<file path="config.mk">
export PLATFORM = sky130hd
export DESIGN_NAME = gate_pulse_gen
export DESIGN_NICKNAME = d
export VERILOG_FILES = /design/src/rtl/gate_pulse_gen_pkg.sv /design/src/rtl/gate_pulse_gen_ctrl.sv /design/src/rtl/gate_pulse_gen_dp.sv /design/src/rtl/gate_pulse_gen.sv
export SDC_FILE = /design/constraint.sdc
export NUM_CORES = 1
export LEC_CHECK = 0
export ABC_AREA = 1
export BUFFER_PORTS_ARGS = -buffer_cell sky130_fd_sc_hd__buf_2
export CAP_MARGIN = 25
export CORE_MARGIN = 5
export CORE_UTILIZATION = 58
export CTS_CLUSTER_DIAMETER = 100
export CTS_CLUSTER_SIZE = 28
export DETAILED_ROUTE_END_ITERATION = 16
export PLACE_DENSITY = 0.8
export SLEW_MARGIN = 10
export SYNTH_ARGS = -nofsm -noshare
export SYNTH_HDL_FRONTEND = slang
export SYNTH_SLANG_ARGS = --single-unit
export TNS_END_PERCENT = 50
</file>
<file path="constraint.sdc">
create_clock -name clk -period 1.8 [get_ports clk]
set_input_delay 0 -clock clk [delete_from_list [all_inputs] [get_ports clk]]
set_output_delay 0 -clock clk [all_outputs]
set_load 0.03 [all_outputs]
</file>
<file path="src/rtl/gate_pulse_gen_pkg.sv">
package gate_pulse_gen_pkg;

  typedef struct packed {
    logic fire;   // trigger rising edge seen this cycle
  } ctrlStrobes_t;

  // width code 0 is promoted to 1
  function automatic int unsigned effCode(input int unsigned code);
    return (code == 0) ? 1 : code;
  endfunction

endpackage

</file>
<file path="src/rtl/gate_pulse_gen_ctrl.sv">
module gate_pulse_gen_ctrl
  import gate_pulse_gen_pkg::*;
(
  input  logic         clk,
  input  logic         rst,
  input  logic         trigIn,
  output ctrlStrobes_t strobes
);

  logic trigPrev;

  always_ff @(posedge clk) begin
    if (rst) trigPrev <= 1'b0;
    else     trigPrev <= trigIn;
  end

  always_comb strobes.fire = trigIn & ~trigPrev;

endmodule

</file>
<file path="src/rtl/gate_pulse_gen_dp.sv">
module gate_pulse_gen_dp
  import gate_pulse_gen_pkg::*;
#(
  parameter int NUM_GATES  = 2,
  parameter int CODE_W     = 8,
  parameter int BASE_TICKS = 25
) (
  input  logic                        clk,
  input  logic                        rst,
  input  ctrlStrobes_t                strobes,
  input  logic [NUM_GATES*CODE_W-1:0] widthCode,
  output logic [NUM_GATES-1:0]        gateOut
);

  localparam int MAX_LEN = BASE_TICKS + (1 << CODE_W) - 1;
  localparam int CNT_W   = $clog2(MAX_LEN + 1);

  for (genvar g = 0; g < NUM_GATES; g++) begin : gGate
    logic [CODE_W-1:0] code;
    logic [CNT_W-1:0]  loadVal;
    logic [CNT_W-1:0]  remain;
    logic              isOpen;

    assign code = widthCode[g*CODE_W +: CODE_W];

    // remaining cycles after the first one
    always_comb loadVal = CNT_W'(BASE_TICKS - 1) + CNT_W'(effCode(32'(code)));

    always_ff @(posedge clk) begin
      if (rst) begin
        isOpen <= 1'b0;
        remain <= '0;
      end else if (strobes.fire && !isOpen) begin
        isOpen <= 1'b1;
        remain <= loadVal;
      end else if (isOpen) begin
        if (remain == '0) isOpen <= 1'b0;
        else              remain <= remain - 1'b1;
      end
    end

    assign gateOut[g] = isOpen;
  end

endmodule

</file>
<file path="src/rtl/gate_pulse_gen.sv">
module gate_pulse_gen
  import gate_pulse_gen_pkg::*;
#(
  parameter int NUM_GATES  = 2,
  parameter int CODE_W     = 8,
  parameter int BASE_TICKS = 25
) (
  input  logic                        clk,
  input  logic                        rst,
  input  logic                        trigIn,
  input  logic [NUM_GATES*CODE_W-1:0] widthCode,
  output logic [NUM_GATES-1:0]        gateOut
);

  ctrlStrobes_t strobes;

  gate_pulse_gen_ctrl uCtrl (
    .clk     (clk),
    .rst     (rst),
    .trigIn  (trigIn),
    .strobes (strobes)
  );

  gate_pulse_gen_dp #(
    .NUM_GATES  (NUM_GATES),
    .CODE_W     (CODE_W),
    .BASE_TICKS (BASE_TICKS)
  ) uDp (
    .clk       (clk),
    .rst       (rst),
    .strobes   (strobes),
    .widthCode (widthCode),
    .gateOut   (gateOut)
  );

endmodule

</file>
==> Yosys cells after proc, flatten, opt, wreduce, memory -nomap -nowiden <==
Index checks and enable logic that the tools add are counted.
{ "totals": {"wordCells": 39, "inputBits": 19, "register_bits": 21} }
{ "classes": {"n_bitwise": 2, "eq_ne": 2, "reduce_logical": 12, "mux": 14, "addsub": 4} }
{ "ops": {"columns": ["operator", "count"], "rows": [
  ["2-to-1 mux 9 bit", 6],
  ["adder 5 x 9 -> 9 bit (first input constant)", 2],
  ["zero test 9 bit", 2],
  ["subtractor 9 x 1 -> 9 bit (second input constant)", 2],
  ["zero test 8 bit", 2],
  ["2-to-1 mux 8 bit", 2],
  ["2-to-1 mux 1 bit", 6],
  ["inequality test 2 x 1 -> 1 bit (second input constant)", 2],
  ["AND reduction 2 bit", 2],
  ["nonzero test 2 bit", 2],
  ["logical AND 1 bit", 2],
  ["zero test 1 bit", 2],
  ["AND 1 bit", 1],
  ["inverter 1 bit", 1]
]} }

==> Depth between registers and ports, before layout <==
Gate-level depths: netlist of the first run.
{ "logic_depth": {"word_depth": 5, "depth_mapped": 11} }

==> By module <==
From an unflattened synthesis of the first run, not the netlist that was laid out.
{ "hier_totals": {"cells_unflattened": 274, "hier_area_um2": 1592.8} }
{ "modules_own_cells": {"columns": ["mod", "n_inst", "cells_each", "seq_area_each_um2", "area_each_um2"], "rows": [
  ["gate_pulse_gen_dp", 1, 270, 400.4, 1561.5],
  ["gate_pulse_gen_ctrl", 1, 4, 20.0, 31.3]
]} }

==> Least setup slack after synthesis of the first run <==
No wires, ideal clock.
{ "synth_path": {"path_type": "reg2reg", "start": "reg uDp.gGate[1].remain[0]", "end": "reg uDp.gGate[1].remain[5]", "setup_ps": 111, "arrival_ps": 1198, "required_ps": 1689, "path_stages_with_launch": 11, "n_path_buf": 0, "slack_ps": 491, "path_cell_list": "dfxtp_1 > inv_1 > ha_1 > nand2_2 > nor2_4 > nand3_2 > nand2_4 > nand2_4 > clkinv_4 > nor2_1 > nor2_1"} }
{ "synth_via": {"elab_chain_cells": 4, "elab_cells_between_ends": 7, "classes_between": "add/sub: 1; eq/ne: 1; mux: 3; reduce/logical: 2"} }
{ "synth_lines": {"columns": ["element", "line_no", "text"], "rows": [
  ["start, declared", "gate_pulse_gen_dp.sv:21", "logic [CNT_W-1:0] remain;"],
  ["start signal, assigned", "gate_pulse_gen_dp.sv:35", "remain <= loadVal;"],
  ["start signal, assigned", "gate_pulse_gen_dp.sv:38", "else remain <= remain - 1'b1;"],
  ["subtractor 9 x 1 -> 9 bit", "gate_pulse_gen_dp.sv:38", null],
  ["2-to-1 mux 9 bit", "gate_pulse_gen_dp.sv:37", "if (remain == '0) isOpen <= 1'b0;"],
  ["2-to-1 mux 9 bit", "gate_pulse_gen_dp.sv:36", "end else if (isOpen) begin"],
  ["2-to-1 mux 9 bit", "gate_pulse_gen_dp.sv:33", "end else if (strobes.fire && !isOpen) begin"]
]} }
Several ways; a longest one is shown, not always the timed one. The select of a mux whose other input is x is not followed.
A chain may end at the register's enable or synchronous reset.

==> Worst setup path after layout of the first run <==
{ "layout_path": {"start": "reg uDp.gGate[1].remain[0]", "end": "reg uDp.gGate[1].remain[0]"} }
Same word-level chain as after synthesis.

==> impl_metrics.yaml, run 1 <==
route:
  dr.first_iter.drc_count: 97
  drt-vias-per-instance: 5.105
  wl_met1_um: 1876
  routed-wl-met3_um: 118
  drc_errors: 0
  route.vias.total: 1649
  wl_um: 3531
  highest_metal_layer_with_signal_wires: "met4"
  detailedRoute.firstPassIterationCount: 4
  antenna_violating_nets_left: 0
  routed_wire_length_per_instance_um: 10.93
  met2_length_um: 1521
timing:
  clock_skew_ns: 0.01939
  hold-worst-slack_ns: 0.05874
  report.final.slew_viol_count: 0
  max_slew_margin_pct: 62.21
  setup_violations: 0
  fin_crit_sh_pct: 82.31
  worst_pin_slew_ns: 0.5663
  fin_setup_tns_ns: 0
  hold_viol: 0
  final.min_clock_period_ns: 1.482
  max_freq_mhz: 675.0
  rsz0062_at_grt: "false"
hold_path:
  timing.hold.worst_path_depth: 5
  timing.hold.worst.class: "input port to flip-flop"
logic_synthesis:
  synthesis.area_per_instance_um2: 6.108
  yosys.cell_types.count: 27
  net_count_of_the_mapped_netlist: 293
  syn_inst: 270
  postSynthRegisterBits: 21
  syn-cell-area_um2: 1649
  synth.yosys.warnings: 0
  yosysSeqAreaShare_pct: 25.49
global_route:
  grt_first_pass_wirelength_um: 6009
  groute.usage.overall_pct: 17.85
  antenna_violations_before_repair: 0
  grt_start_max_net_pins: 18
  globalRoute.totalOverflow: 0
  grt_pass1_vias: 1462
power:
  power.density_cell_area_nw_per_um2: 911.1
  design_power_total_w: 0.001636
  net-switching-power_w: 0.0007175
  p_seq_share_pct: 37.3
  cell_internal_pwr_w: 0.0009184
  netSwitchingFraction_pct: 43.86
  ir_worst_vdd_v: 0.0007795
  power.clock.fraction_pct: 13.7
  comb_power_share_pct: 49.0
  static-leakage-power_nw: 0.9507
flow_run:
  max-cap-violations: 0
layout:
  post_route_cells_drive_above_1_share_pct: 18.15
  nets: 316
  stdcell_area_um2: 1795
  most_frequent_cells_in_the_layout: "nand2_1, nor2_1, nand3_1"
  commonest_non_fill_non_tap_cell_in_the_layout: "nand2_1"
  area_delta_synth_final_pct: 8.877
  post_layout_util_pct: 65.68
  n_antenna_cell: 0
clocking:
  cts_htree_levels: 1
  post_cts_buffers: 0
  clock_tree_from_tritoncts: "built"
  cts.sinks: 21
  postCtsResizedCells: 0
  cts_made_buffers: 3
  clock_latency_ns: 0.31
  cts_root_buf: "clkbuf_4"
  cts.clk_slew.worst_paths_ns: 0.10
  cts.path.max_buffers: 2
setup_path:
  critical_path_capture_point_type: "flip-flop"
  crit_path_max_incr_delay_ns: 0.32
  worst_endpoint_data_arrival_time_ns: 1.72
  critical_path_rt_ns: 2.04
  path_class: "flip-flop to flip-flop"
  path_cells: "inv_1 -> ha_1 -> nand2_2 -> nor2_4 -> nand3_2 -> nand2_4 -> nand2_4 -> nand2_1 -> nand2_1 -> nor2_1"
  worst-path-buf-inv: 1
  crit_path_start_kind: "flip-flop"
  cpLargestDelayFamily: "simple AND/OR/NAND/NOR gates"
  worstPathMaxFanout: 8
  worst-path-stages: 10
  timing.reg2reg.worst_path_depth: 10
  critical_path.slowest_cell: "dfxtp_1"
placed_design:
  place_congestion: 0.8811
  number_of_input_and_output_port_buffers_inserted: 20
  dpl-instance-area_um2: 1739
  post-dp-hpwl_um: 2788
die:
  die_height_um: 63.32
  floorplan.die.width_um: 63.32
  dieArea_um2: 4009
  top_level_ports: 21
  placeableCoreArea_um2: 2734
  fp-row-count: 19
  initial_standard_cell_utilization_of_the_core_pct: 60.32
outcome:
  run_status: "completed"
==> metrics by stage <==
stage / setup WS [ns] / cells
after global routing: 0.1527 / 323
after detailed placement: 0.3314 / 316
after CTS: 0.3064 / 323
after global placement: 0.3670 / 316
after floorplan: 0.4909 / 270
final: 0.3184 / 323
==> path summary, 6_finish.rpt <==
kind	end	from	slack, ns
setup reg to reg	uDp.gGate[1].remain[0]	uDp.gGate[1].remain[0]	0.32
setup / recovery	uDp.gGate[1].remain[0]	uDp.gGate[1].remain[0]	0.32
hold reg to reg	uDp.gGate[0].remain[8]	uDp.gGate[0].remain[8]	0.49
hold / removal	uDp.gGate[0].remain[2]	widthCode[2]	0.06
==> final cells by class <==
| type | count | area, um^2 |
|---|---|---|
| Inverter | 41 | 162.7 |
| Sequential cell | 21 | 420.4 |
| Tap cell | 31 | 38.79 |
| Multi-Input combinational cell | 203 | 1017 |
| Clock buffer | 4 | 26.28 |
| Fill cell | 289 | 938.4 |
| Timing Repair Buffer | 23 | 130.1 |
==> sequential cells by signal, summed over array words and instances, names as in the netlist <==
name,count
uCtrl.trigPrev,1
uDp.gGate.isOpen,2
uDp.gGate.remain,18
==> power by group through the flow <==
| stage | Combinational, W | Sequential, W | Clock [W] |
|---|---|---|---|
| after floorplan | 0.000659 | 0.000604 | 0 |
| after global placement | 0.000780 | 0.000618 | 0 |
| after detailed placement | 0.000791 | 0.000620 | 0 |
| after CTS | 0.000798 | 0.000609 | 0.000233 |
| after global routing | 0.000921 | 0.000620 | 0.000254 |
| final | 0.000801 | 0.000611 | 0.000224 |
==> synthesized netlist by cell type, drive strengths merged <==
master  instances  area (um^2)
clkinv          2        13.76
buf             5        48.79
nand4           3        18.77
nand3          33        182.7
xnor2           1        8.760
ha              4        50.05
xor2            1        8.760
inv            39        148.9
dfxtp          21        420.4
nand2          75        324.1
nor2           57        249.0
o21ai          21        105.1
nor3            1        5.000
a21oi           5        25.02
nand3b          2        40.04
==> layer usage <==
layer | GRT usage [%] | vias to the layer above
li1 | - | 889
met4 | 2.857 | 0
met1 | 25.30 | 737
met5 | 0 | -
met2 | 27.54 | 21
met3 | 4.618 | 2
==> cell families after synthesis <==
kind of cell               Yosys count  share of synthesized area [%]
and+or+nand+nor                    171                          49.70
buffers and inverters               46                          12.82
AOI/OAI and AO/OA                   26                          7.890
DFF                                 21                          25.49
adders and majority gates            4                          3.035
xor gates and xnor gates             2                          1.062
==> tightest hold or removal path: cells and delay by family <==
kind          cells  cell delay (ns)
simple gates      4             0.24
buf+inv           1             0.09
==> repair_timing <==
action                     4_1_cts  5_1_grt
hold buffers                     3        0
setup endpoints to repair        0        0
hold endpoints to repair         4        0
(Power assumes the default switching activity.)
==> inputs of run 2 (changes only) <==
ABC_AREA = 0   (was 1)
CORE_UTILIZATION = 50   (was 58)
PLACE_DENSITY = 0.74   (was 0.8)
clock period = 1.25 ns   (was 1.8 ns; I/O delays follow)
==> impl_metrics.yaml, run 2 <==
layout:
  post_layout_util_pct: 81.90
  commonest_non_fill_non_tap_cell_in_the_layout: "buf_4"
  post_route_cells_drive_above_1_share_pct: 52.65
  top_regs: "uDp.gGate.remain (18), uDp.gGate.isOpen (2), uCtrl.trigPrev (1)"
  nets: 269
  area_delta_synth_final_pct: 59.10
  n_antenna_cell: 0
  registers.top_by_ff_count: "uDp.gGate.remain"
  largest_register_ff_count: 18
  multiInputGateArea_um2: 1057
  most_frequent_cells_in_the_layout: "buf_4, buf_2, nor2_1"
  filler_cell_count: 177
  ff_latch_area_um2: 435.4
die:
  placeableCoreArea_um2: 2710
  die_height_um: 62.82
  top_level_ports: 21
  initial_standard_cell_utilization_of_the_core_pct: 51.48
  floorplan.die.width_um: 62.82
  dieArea_um2: 3946
  fp-row-count: 19
logic_synthesis:
  yosys.cell_types.count: 44
  edff_count_synth: 0
  synthesis.area_per_instance_um2: 8.206
  synth.top_cell.area_share_pct: 30.13
  postSynthRegisterBits: 21
  syn-cell-area_um2: 1395
  yosysSeqAreaShare_pct: 30.13
  syn_inst: 170
  ys_top_cells_by_count: "dfxtp_1, nor2_1, inv_1, nand2_1, a21oi_1"
  synth_most_common_cell: "dfxtp_1"
  synthArstFlopShare_pct: 0
  yosys-top-cells-area: "dfxtp_1, a211oi_1, nor2_1"
  synthFlopType: "dfxtp_1"
  synth.yosys.warnings: 0
  net_count_of_the_mapped_netlist: 193
  post_synthesis_cell_type_with_the_largest_combined_area: "dfxtp_1"
route:
  drc_errors: 0
  dr.first_iter.drc_count: 91
  detailedRoute.firstPassIterationCount: 4
  antenna_violating_nets_left: 0
  routed_wire_length_per_instance_um: 18.02
  route.vias.total: 1707
  drt-vias-per-instance: 6.185
  wl_um: 4974
global_route:
  groute.usage.overall_pct: 24.36
  globalRoute.busiestLayer: "met2"
  grt_start_max_net_pins: 22
  grt_first_pass_wirelength_um: 7969
  met2_layer_usage_reported_by_global_route_pct: 47.80
  global_route.usage.met1_pct: 24.56
  grt_util_met3_pct: 3.597
  grt_pass1_vias: 1838
  antenna_violations_before_repair: 0
  globalRoute.totalOverflow: 0
power:
  ir_worst_vdd_v: 0.0009873
  design_power_total_w: 0.002507
  power.density_cell_area_nw_per_um2: 1129
  static-leakage-power_nw: 0.9088
timing:
  fin_crit_sh_pct: 131.6
  clock_skew_ns: 0.01340
  final.min_clock_period_ns: 1.645
  hold_viol: 0
  max_freq_mhz: 608.0
  fin_setup_tns_ns: -4.595
  rsz0062_at_grt: "true"
  setup_violations: 20
  layout_setup_ws_ns: -0.3946
  worst_pin_slew_ns: 0.4206
  report.final.slew_viol_count: 0
  max_slew_margin_pct: 71.96
outcome:
  violations: "setup timing"
  run_status: "finished, violations left"
setup_path:
  worstSetupStartpoint: "uDp.gGate[1].remain[0]"
  critical_path_rt_ns: 1.47
  critical_path_capture_point_type: "flip-flop"
  crit_path_start_kind: "flip-flop"
  crit-reg2reg-launch: "uDp.gGate[1].remain[0]"
  path_class: "flip-flop to flip-flop"
  worstPathMaxFanout: 3
  worst_endpoint_data_arrival_time_ns: 1.87
clocking:
  cts.clk_slew.worst_paths_ns: 0.13
  clock_latency_ns: 0.31
  cts_root_buf: "clkbuf_4"
  cts_made_buffers: 3
  clock_tree_from_tritoncts: "built"
  cts.sinks: 21
  cts.path.max_buffers: 2
  cts_htree_levels: 1
flow_run:
  max-cap-violations: 0
placed_design:
  pre_cts_slack_ns: -0.3525
  post-dp-hpwl_um: 3351
  place_congestion: 0.9412
  number_of_input_and_output_port_buffers_inserted: 20
hold_path:
  hold_start: "widthCode[3]"
  timing.hold.worst.class: "input port to flip-flop"
-- run 2: cell types whose count changed after synthesis, moves of 9 or more --
| cell | change |
|---|---|
| nand2_1 | -53 |
| nand3_1 | -27 |
| inv_1 | -17 |
| a211oi_1 | +9 |
| nor2_1 | -36 |
| o21ai_0 | -11 |
-- run 2: through the flow --
| step | cells | hold slack, ns | cell area (um^2) |
|---|---|---|---|
| floorplan | 170 | 0.09697 | 1471 |
| global placement | 260 | 0.2466 | 1933 |
| detailed placement | 260 | 0.2620 | 1933 |
| CTS | 276 | 0.003596 | 2161 |
| global route | 276 | 0.001191 | 2220 |
| finish | 276 | 0.01354 | 2220 |
-- run 2: what timing repair did --
action                     in CTS  in global routing
setup endpoints to repair      20                 20
gates resized for setup        25                 13
hold buffers                    4                  0
pin swaps                      17                 14
gates cloned                    0                  0
buffers inserted                8                  1
hold endpoints to repair        3                  0
-- run 2: worst paths after layout --
path	endpoint	slack, ns	cells after the start
max	uDp.gGate[1].remain[6]	-0.39	6
min	uDp.gGate[0].remain[3]	0.01	4
max reg2reg	uDp.gGate[1].remain[6]	-0.39	6
min reg2reg	uDp.gGate[0].remain[6]	0.58	2
-- run 2: final cells by class --
class / count / share of cell area [%]
clock buffer: 4 / 1.184
sequential: 21 / 19.62
timing repair buffer: 81 / 27.51
tap: 31 / 1.747
inverter: 13 / 2.311
multi-input combinational: 126 / 47.63
-- run 2: logic make-up after synthesis --
group	Yosys count	share of synthesized area [%]
AND/OR/NAND/NOR	70	32.11
AO/OA/AOI/OAI	43	21.44
buffers and inverters	23	6.906
flip-flops	21	30.13
XOR/XNOR	7	4.395
adder cells (fa/ha/maj)	4	3.588
multiplexers	2	1.435
-- run 2: critical path, stage by stage, from the launching register on --
cell and delay (ns):
dfxtp_4 0.39, inv_4 0.06, ha_4 0.12, nor4b_4 0.23, nand2_1 0.12, or4_1 0.41, a311oi_1 0.21
-- run 2: metal layers --
layer	vias up	share of wire, %
met2	74	53
li1	781	-
met4	0	3.6
met3	22	4.9
met5	-	0
met1	830	38
-- run 2: power breakdown --
| part | internal (W) | total [W] | switching [W] |
|---|---|---|---|
| Clock | 0.000125 | 0.000343 | 0.000218 |
| Combinational | 0.000690 | 0.00132 | 0.000629 |
| Sequential | 0.000756 | 0.000845 | 0.0000884 |
| Total | 0.00157 | 0.00251 | 0.000936 |
